File: src/rtl/wpf_pkg.sv
// Package: shared encodings for the word-portion formatter.
// Assumes a 3-bit modifier; bit 2 clear selects sign fill for lane modes.
package wpf_pkg;

    localparam int MOD_W = 3;

    typedef enum logic [MOD_W-1:0] {
        MOD_FULL  = 3'd0,
        MOD_LO_S  = 3'd1,
        MOD_MID_S = 3'd2,
        MOD_HI_S  = 3'd3,
        MOD_FIELD = 3'd4,
        MOD_LO_Z  = 3'd5,
        MOD_MID_Z = 3'd6,
        MOD_HI_Z  = 3'd7
    } portion_e;

    // True when the modifier addresses a single byte lane.
    function automatic logic is_lane_mode(input portion_e m);
        return (m[1:0] != 2'd0);
    endfunction

    // Lane number addressed by a lane mode (low lane is 0).
    function automatic logic [1:0] lane_of(input portion_e m);
        return m[1:0] - 2'd1;
    endfunction

    // True when a lane mode extends with the lane's top bit.
    function automatic logic is_signed_mode(input portion_e m);
        return ~m[2];
    endfunction

endpackage

File: src/rtl/wpf_load_extract.sv
// Load extractor: moves the selected word portion to the low end of the
// operand and extends it with sign or zero fill.
// Assumes WORD_W is a multiple of LANE_W and FIELD_W < WORD_W.
module wpf_load_extract
    import wpf_pkg::*;
#(
    parameter int WORD_W  = 24,
    parameter int LANE_W  = 8,
    parameter int FIELD_W = 15
) (
    input  portion_e          mode,
    input  logic [WORD_W-1:0] word,
    output logic [WORD_W-1:0] operand
);
    localparam int LANES  = WORD_W / LANE_W;
    localparam int FILL_W = WORD_W - LANE_W;

    logic [LANE_W-1:0] lane_bits [LANES];
    logic [LANE_W-1:0] picked;
    logic              fill_bit;

    // Slice the word into byte lanes.
    for (genvar g = 0; g < LANES; g++) begin : g_lane
        assign lane_bits[g] = word[g*LANE_W +: LANE_W];
    end

    // Choose the lane addressed by the modifier.
    always_comb begin
        picked = '0;
        for (int i = 0; i < LANES; i++) begin
            if (is_lane_mode(mode) && (int'(lane_of(mode)) == i)) begin
                picked = lane_bits[i];
            end
        end
    end

    // Fill bit: the lane's top bit in signed modes, zero otherwise.
    assign fill_bit = is_signed_mode(mode) & picked[LANE_W-1];

    // Build the operand for the selected mode.
    always_comb begin
        operand = '0;
        if (mode == MOD_FULL) begin
            operand = word;
        end else if (mode == MOD_FIELD) begin
            operand[FIELD_W-1:0] = word[FIELD_W-1:0];
        end else begin
            operand = {{FILL_W{fill_bit}}, picked};
        end
    end

endmodule

File: src/rtl/wpf_store_merge.sv
// Store merger: writes the low bits of a register into the selected place
// of the old memory word and keeps every other bit.
// Assumes WORD_W is a multiple of LANE_W and FIELD_W < WORD_W.
module wpf_store_merge
    import wpf_pkg::*;
#(
    parameter int WORD_W  = 24,
    parameter int LANE_W  = 8,
    parameter int FIELD_W = 15
) (
    input  portion_e          mode,
    input  logic [WORD_W-1:0] old_word,
    input  logic [WORD_W-1:0] reg_word,
    output logic [WORD_W-1:0] merged
);
    localparam int LANES = WORD_W / LANE_W;

    logic [WORD_W-1:0] lane_merged;

    // Per lane: take the register byte when this lane is addressed.
    for (genvar g = 0; g < LANES; g++) begin : g_lane
        logic hit;
        assign hit = is_lane_mode(mode) && (int'(lane_of(mode)) == g);
        assign lane_merged[g*LANE_W +: LANE_W] =
            hit ? reg_word[LANE_W-1:0] : old_word[g*LANE_W +: LANE_W];
    end

    // Choose the merged word for the selected mode.
    always_comb begin
        if (mode == MOD_FULL) begin
            merged = reg_word;
        end else if (mode == MOD_FIELD) begin
            merged = {old_word[WORD_W-1:FIELD_W], reg_word[FIELD_W-1:0]};
        end else begin
            merged = lane_merged;
        end
    end

endmodule

File: src/rtl/wpf_out_stage.sv
// Output stage: registers the load and store results with their strobes.
// A store wins over a load in the same cycle. Reset is synchronous, active-low.
module wpf_out_stage #(
    parameter int WORD_W = 24
) (
    input  logic              clk,
    input  logic              rst_n,
    input  logic              ld_req,
    input  logic              st_req,
    input  logic [WORD_W-1:0] ld_next,
    input  logic [WORD_W-1:0] st_next,
    output logic [WORD_W-1:0] ld_data,
    output logic              ld_valid,
    output logic [WORD_W-1:0] st_data,
    output logic              st_valid
);
    logic take_ld;

    assign take_ld = ld_req & ~st_req;

    // Capture the results and raise the strobes for one cycle.
    always_ff @(posedge clk) begin
        if (!rst_n) begin
            ld_data  <= '0;
            st_data  <= '0;
            ld_valid <= 1'b0;
            st_valid <= 1'b0;
        end else begin
            ld_valid <= take_ld;
            st_valid <= st_req;
            if (take_ld) ld_data <= ld_next;
            if (st_req)  st_data <= st_next;
        end
    end

    // the first cycle after reset shows no valid strobes.
    p_reset_quiet_r1: assert property (@(posedge clk) disable iff (!rst_n)
        !$past(rst_n) |-> (!ld_valid && !st_valid));

    // a lone load produces exactly one load strobe and no store strobe.
    p_load_strobe_r9: assert property (@(posedge clk) disable iff (!rst_n)
        (ld_req && !st_req) |=> (ld_valid && !st_valid));

    // a store request suppresses the load strobe.
    p_store_prio_r10: assert property (@(posedge clk) disable iff (!rst_n)
        st_req |=> (st_valid && !ld_valid));

    // an idle cycle leaves both strobes low.
    p_idle_quiet_r11: assert property (@(posedge clk) disable iff (!rst_n)
        (!ld_req && !st_req) |=> (!ld_valid && !st_valid));

endmodule

File: src/rtl/wpf_top.sv
// Word-portion formatter top: formats load operands and merges store words
// according to a 3-bit modifier, with one registered stage on both paths.
// Assumes the caller supplies the old memory word together with a store.
module wpf_top
    import wpf_pkg::*;
#(
    parameter int WORD_W  = 24,
    parameter int LANE_W  = 8,
    parameter int FIELD_W = 15
) (
    input  logic              clk,
    input  logic              rst_n,
    input  logic              ld_req,
    input  logic              st_req,
    input  logic [MOD_W-1:0]  mod_sel,
    input  logic [WORD_W-1:0] mem_word,
    input  logic [WORD_W-1:0] reg_word,
    output logic [WORD_W-1:0] ld_data,
    output logic              ld_valid,
    output logic [WORD_W-1:0] st_data,
    output logic              st_valid
);
    localparam int FILL_W = WORD_W - LANE_W;
    localparam int HIGH_W = WORD_W - FIELD_W;

    portion_e          mode;
    logic [WORD_W-1:0] ld_next;
    logic [WORD_W-1:0] st_next;

    assign mode = portion_e'(mod_sel);

    wpf_load_extract #(
        .WORD_W (WORD_W),
        .LANE_W (LANE_W),
        .FIELD_W(FIELD_W)
    ) extract_i (
        .mode   (mode),
        .word   (mem_word),
        .operand(ld_next)
    );

    wpf_store_merge #(
        .WORD_W (WORD_W),
        .LANE_W (LANE_W),
        .FIELD_W(FIELD_W)
    ) merge_i (
        .mode    (mode),
        .old_word(mem_word),
        .reg_word(reg_word),
        .merged  (st_next)
    );

    wpf_out_stage #(
        .WORD_W(WORD_W)
    ) stage_i (
        .clk     (clk),
        .rst_n   (rst_n),
        .ld_req  (ld_req),
        .st_req  (st_req),
        .ld_next (ld_next),
        .st_next (st_next),
        .ld_data (ld_data),
        .ld_valid(ld_valid),
        .st_data (st_data),
        .st_valid(st_valid)
    );

    // a full-word load returns the memory word unchanged.
    p_full_load_r2: assert property (@(posedge clk) disable iff (!rst_n)
        (ld_req && !st_req && mod_sel == 3'd0) |=> (ld_data == $past(mem_word)));

    // a signed lane load fills the upper bits with copies of bit 7.
    p_sign_fill_r3: assert property (@(posedge clk) disable iff (!rst_n)
        (ld_req && !st_req && !mod_sel[2] && mod_sel[1:0] != 2'd0) |=>
        (ld_data[WORD_W-1:LANE_W-1] == '0 || ld_data[WORD_W-1:LANE_W-1] == '1));

    // an unsigned lane load fills the upper bits with zeros.
    p_zero_fill_r4: assert property (@(posedge clk) disable iff (!rst_n)
        (ld_req && !st_req && mod_sel[2] && mod_sel[1:0] != 2'd0) |=>
        (ld_data[WORD_W-1:LANE_W] == {FILL_W{1'b0}}));

    // a field load keeps the low field and clears the bits above it.
    p_field_load_r5: assert property (@(posedge clk) disable iff (!rst_n)
        (ld_req && !st_req && mod_sel == 3'd4) |=>
        (ld_data[WORD_W-1:FIELD_W] == {HIGH_W{1'b0}} &&
         ld_data[FIELD_W-1:0] == $past(mem_word[FIELD_W-1:0])));

    // a full-word store returns the register value.
    p_full_store_r6: assert property (@(posedge clk) disable iff (!rst_n)
        (st_req && mod_sel == 3'd0) |=> (st_data == $past(reg_word)));

    // a low-lane store keeps the upper 16 bits of the old word.
    p_lane_keep_r7: assert property (@(posedge clk) disable iff (!rst_n)
        (st_req && mod_sel[1:0] == 2'd1) |=>
        (st_data[WORD_W-1:LANE_W] == $past(mem_word[WORD_W-1:LANE_W])));

    // a field store keeps the memory bits above the field.
    p_field_keep_r8: assert property (@(posedge clk) disable iff (!rst_n)
        (st_req && mod_sel == 3'd4) |=>
        (st_data[WORD_W-1:FIELD_W] == $past(mem_word[WORD_W-1:FIELD_W])));

endmodule

File: config.mk
export PLATFORM = sky130hd
export DESIGN_NAME = wpf_top
export DESIGN_NICKNAME = d
export VERILOG_FILES = /design/src/rtl/wpf_pkg.sv /design/src/rtl/wpf_load_extract.sv /design/src/rtl/wpf_store_merge.sv /design/src/rtl/wpf_out_stage.sv /design/src/rtl/wpf_top.sv
export SDC_FILE = /design/constraint.sdc
export NUM_CORES = 1
export LEC_CHECK = 0
export BUFFER_PORTS_ARGS = -buffer_cell sky130_fd_sc_hd__buf_2
export CELL_PAD_IN_SITES_DETAIL_PLACEMENT = 0
export CELL_PAD_IN_SITES_GLOBAL_PLACEMENT = 1
export CORE_ASPECT_RATIO = 0.5
export CORE_MARGIN = 5
export CORE_UTILIZATION = 30
export CTS_CLUSTER_DIAMETER = 40
export CTS_CLUSTER_SIZE = 20
export DETAILED_ROUTE_END_ITERATION = 12
export GPL_TIMING_DRIVEN = 0
export PLACE_DENSITY = 0.81
export SLEW_MARGIN = 20
export SYNTH_ARGS = -nofsm -noshare
export SYNTH_HDL_FRONTEND = slang
export SYNTH_SLANG_ARGS = --single-unit
File: constraint.sdc
create_clock -name clk -period 1.7 [get_ports clk]
set_clock_uncertainty 0.2 [all_clocks]
set_input_delay 0.085 -clock clk [delete_from_list [all_inputs] [get_ports clk]]
set_output_delay 0.085 -clock clk [all_outputs]
set_load 0.05 [all_outputs]
; ---- After elaboration in Yosys (flattened, before gate mapping)
; Cells that the tools add are included.
[totals]
input_bits = 55
wordCells = 29
register_bits = 50
[classes]
bitwise_logic = 4
n_reduce_logical = 6
eq_ne = 3
mux = 11
addsub = 1
[op_table]
columns = op, n
row1 = two-way mux 24 bit, 3
row2 = two-way mux 8 bit, 6
row3 = two-way mux 15 bit, 1
row4 = two-way mux 9 bit, 1
row5 = equality test 2 bit (second input constant), 2
row6 = equality test 3 bit (second input constant), 1
row7 = logical AND 1 bit, 3
row8 = logical NOT 3 bit, 1
row9 = AND 1 bit, 2
row10 = logical NOT 2 bit, 1
row11 = inverter 1 bit, 2
row12 = nonzero test 2 bit, 1
row13 = subtractor 2 x 1 -> 2 bit (second input constant), 1

; ---- Longest topological paths before layout
[depth]
depth_word = 9
ltp_mapped = 6
ltp_nobuf = 3

; ---- By module
; From an unflattened synthesis, not the netlist that was laid out.
[unflattened]
cells_unflattened = 330
hier_area_um2 = 2962.8
[modules_own_cells]
columns = module, area_per_inst_um2, n_inst, cells_each
row1 = wpf_out_stage, 1934.4, 1, 187
row2 = wpf_store_merge, 580.6, 1, 75
row3 = wpf_load_extract, 447.9, 1, 68

; ---- Least setup slack after synthesis
; OpenSTA, ideal clock, no wires.
[synth_timing]
path_type = input to register
startpoint = input mod_sel[0]
endpoint = register stage_i.st_data[19]
n_path_buf = 2
arrival_time_ns = 0.985
setup_time_ns = 0.117
path_stages = 5
required_time_ns = 1.383
slack_ns = 0.397
cell_sequence = buf_6 -> buf_6 -> o21a_1 -> a211o_1 -> a32o_1
[synth_via]
elab_chain_len = 6
elab_cells_between_ends = 9
cone_classes = 1 x add/sub / 2 x eq/ne / 3 x mux / 3 x reduce/logical
[synth_rtl]
columns = element, line
row1 = "start, declared", wpf_top.sv:15  ; input logic [MOD_W-1:0] mod_sel,
row2 = subtractor 2 x 1 -> 2 bit, wpf_pkg.sv:25  ; return m[1:0] - 2'd1;
row3 = equality test 2 bit, wpf_store_merge.sv:23  ; assign hit = is_lane_mode(mode) && (int'(lane_of(mode)) == g);
row4 = logical AND 1 bit, wpf_store_merge.sv:23
row5 = two-way mux 8 bit, wpf_store_merge.sv:25  ; hit ? reg_word[LANE_W-1:0] : old_word[g*LANE_W +: LANE_W];
row6 = two-way mux 24 bit, wpf_store_merge.sv:32  ; end else if (mode == MOD_FIELD) begin
row7 = two-way mux 24 bit *, wpf_store_merge.sv:30  ; if (mode == MOD_FULL) begin
row8 = "end signal, assigned", wpf_out_stage.sv:32  ; if (st_req) st_data <= st_next;
row9 = "end, declared", wpf_out_stage.sv:14  ; output logic [WORD_W-1:0] st_data,
; Mark *: on every way between the ends. The rest lies on a longest branch, timed or not.
; A chain may end at the register's enable or synchronous reset.

; ---- Worst setup path in the final report
[layout_timing]
startpoint = input mem_word[14]
endpoint = register stage_i.st_data[14]
[layout_via]
elab_chain_len = 3
[layout_rtl]
columns = element, line
row1 = "start, declared", wpf_top.sv:16  ; input logic [WORD_W-1:0] mem_word,
row2 = two-way mux 8 bit, wpf_store_merge.sv:25
row3 = two-way mux 24 bit, wpf_store_merge.sv:32
row4 = two-way mux 24 bit, wpf_store_merge.sv:30
; No other way between the ends.

==> flow_summary.toml <==
[outcome]
status = "finished clean"

[synthesis]
syn-cell-area_sq_um = 2600
ys_ff_latch = 50
ys_seq_area_share_pct = 38.50
synth-async-reset-ratio_pct = 0
synthTopCellsByCount = "50 x dfxtp_1, 32 x a21oi_1, 32 x nand2_1"
avgSynthCellArea_sq_um = 8.904
ys_types = 34
synth_area_leader_cell = "dfxtp_1"
synthFlopType = "dfxtp_1"
synth_nets = 347
synthTopCellsByArea = "dfxtp_1 38%, mux2i_1 11%, a21oi_1 6.2%"
yosys_warnings = 0
yosysMostFrequentCell = "dfxtp_1"
synth_cells = 292
netlist.area_leader.share_pct = 38.50
synth_edf_count = 0

[routing]
avgViaCountPerCell = 5.049
wire_per_inst_um = 17.48
vias = 2782
drtIter0Drc = 193
wl_mm = 9.633
ant_nets = 0
drc_errors = 0
drt_first_pass_iters = 4

[global_route]
grt_usage_pct = 17.86
grt_pass1_wl_mm = 15.09
grt_remaining_overflow = 0
antenna_found_initial = 0
grt_max_degree = 16
grt_pass1_vias = 2834

[pwr]
power.density_nw_per_um2 = 885.5
peakVddDrop_mv = 0.4229
power_leakage_nw = 1.830

[sta]
tightest_slew_ps = 526.1
fin_crit_sh_pct = 98.45
finalMaxSlewViolations = 0
max-slew-margin-rel_pct = 64.93
fin_setup_tns_ps = 0
setup_ws_ps = 26.34
fmax_mhz = 597.5
period_needed_ps = 1674
rsz0062_at_grt = "no"
final-hold-violation-count = 0
setup_violations = 0

[worst_setup_path]
cp_data_required_time_ps = 1680
cp_slowest_cell = "dlygate4sd3_1"
worstSetupStartpoint = "mem_word[14]"
reg2reg_depth = 3
critPathMaxFanout = 3
cp.arrival_ps = 1660
critPathKind = "input port to flip-flop"
cpMostUsedCell = "dlygate4sd3_1"
cp_cell_sequence = "dlygate4sd3_1 -> buf_2 -> nand2_1 -> o21ai_0 -> dlygate4sd3_1 -> a22o_1"
r2r_start = "stage_i.st_data[15]"
cpPeakStageDelay_ps = 570
cp-end-kind = "flip-flop"
crit_path_start_kind = "input port"

[placed_design]
place_congestion = 0.8588
dp_slack_ps = 228.9
dp_hpwl_mm = 7.124
portBuffers = 101

[floorplan]
dieArea_sq_um = 10740
ios = 105
rows = 24
die_h_um = 75.83
core_sq_um = 8588
fp.dieW_um = 141.7
start_util_pct = 30.27

[finish]
num-nets-final = 488
drive_above_1_share_pct = 30.65
seqCellArea_sq_um = 1001
fillers = 903
area_delta_synth_final_pct = 44.47
diodes = 0
multi_input_area_sq_um = 1431

[hold_path]
hp-start = "mem_word[23]"
hold_path.class = "input port to flip-flop"
whs_path_depth = 3

[job]
drv_cap = 0

[cts]
root_buffer = "clkbuf_16"
clk_pin_slew_ps = 70
cts_sinks = 50
h-tree-depth = 2
cts_inserted_buffers = 5
cts_tree = "built"
clockBufferDepth = 2
cts_setup_buffers = 0
clkLatencyLatePin_ps = 290
[registers in the layout, summed over array words and instances, names as in the netlist]
name and cells:
stage_i.st_valid 1, stage_i.ld_valid 1, stage_i.ld_data 24, stage_i.st_data 24
[worst max-delay path: cells and delay by family]
family / cells / cell delay [ps]
AND/OR/NAND/NOR: 1 / 70
buffers and inverters: 3 / 1260
AO/OA/AOI/OAI: 2 / 250
[area by class of cell]
type | instances | share of cell area, %
well taps | 117 | 3.897
multi-input cells | 211 | 38.11
repair buffers | 135 | 22.52
clock inverters | 3 | 1.066
plain buffers | 28 | 4.231
inverters | 2 | 0.1999
flip-flops and latches | 50 | 26.65
clock buffers | 5 | 3.331
[layout by cell type, fill, tap and decap left out, types with 2 or more instances in the layout]
cell | netlist | routed
mux2i_1 | 29 | 29
clkbuf_1 | 9 | 8
nor2_1 | 9 | 9
clkbuf_16 | 0 | 5
nor2b_1 | 16 | 16
o21ai_0 | 26 | 26
buf_6 | 4 | 4
a32o_1 | 7 | 7
dlygate4sd3_1 | 0 | 34
dfxtp_1 | 50 | 50
a21oi_1 | 32 | 32
clkinv_2 | 0 | 2
buf_2 | 13 | 113
nand2_1 | 32 | 32
a31oi_1 | 2 | 2
a22o_1 | 7 | 7
o21a_1 | 8 | 8
buf_4 | 1 | 2
and2_1 | 2 | 2
inv_1 | 2 | 2
o211a_1 | 8 | 8
a21boi_1 | 7 | 7
a211o_1 | 14 | 14
[report_power, final]
| part | total (mW) | switching (mW) | internal [mW] |
|---|---|---|---|
| clock | 1.13 | 0.442 | 0.689 |
| sequential | 1.29 | 0.0362 | 1.25 |
| combinational | 0.908 | 0.594 | 0.314 |
[stage by stage]
| stage | cell area, sq um | std cells | utilization (%) | total power, mW | hold WS, ps |
|---|---|---|---|---|---|
| 2_1_floorplan | 2600 | 292 | - | 1.887 | 39.27 |
| 3_3_place_gp | 3252 | 510 | 37.86 | 2.147 | 152.1 |
| 3_5_place_dp | 3252 | 510 | 37.86 | 2.151 | 151.6 |
| 4_1_cts | 3757 | 552 | 43.75 | 3.339 | 2.459 |
| 5_1_grt | 3756 | 551 | 43.74 | 3.451 | 20.62 |
| 6_report | 3756 | 551 | 43.74 | 3.326 | 6.363 |
[final timing paths]
path                                            end  slack (ps)
worst max-delay path            stage_i.st_data[14]          30
worst min register to register   stage_i.ld_data[2]         250
worst min-delay path            stage_i.ld_data[23]           6
worst max register to register  stage_i.st_data[15]         260
[metal layers]
metal  share of wire, %  up-vias  global-route usage [%]
met5                  0        -                       0
met4                2.0        0                   5.106
met3                8.1       22                   4.263
met2                 46      108                   29.64
met1                 44     1317                   23.65
li1                   -     1335                       -
[repair_timing]
action / CTS / global route
gates resized for setup: 0 / 2
hold endpoints to repair: 39 / 0
setup endpoints to repair: 0 / 2
hold buffers: 34 / 0
[logic make-up after synthesis]
group                  after synthesis  synth area share [%]
AO/OA/AOI/OAI                      116                 30.85
buffers and inverters               31                 6.448
flip-flops                          50                 38.50
multiplexers                        30                 11.74
AND/OR/NAND/NOR                     65                 12.46
No activity file was read; power rests on OpenSTA's default activity.
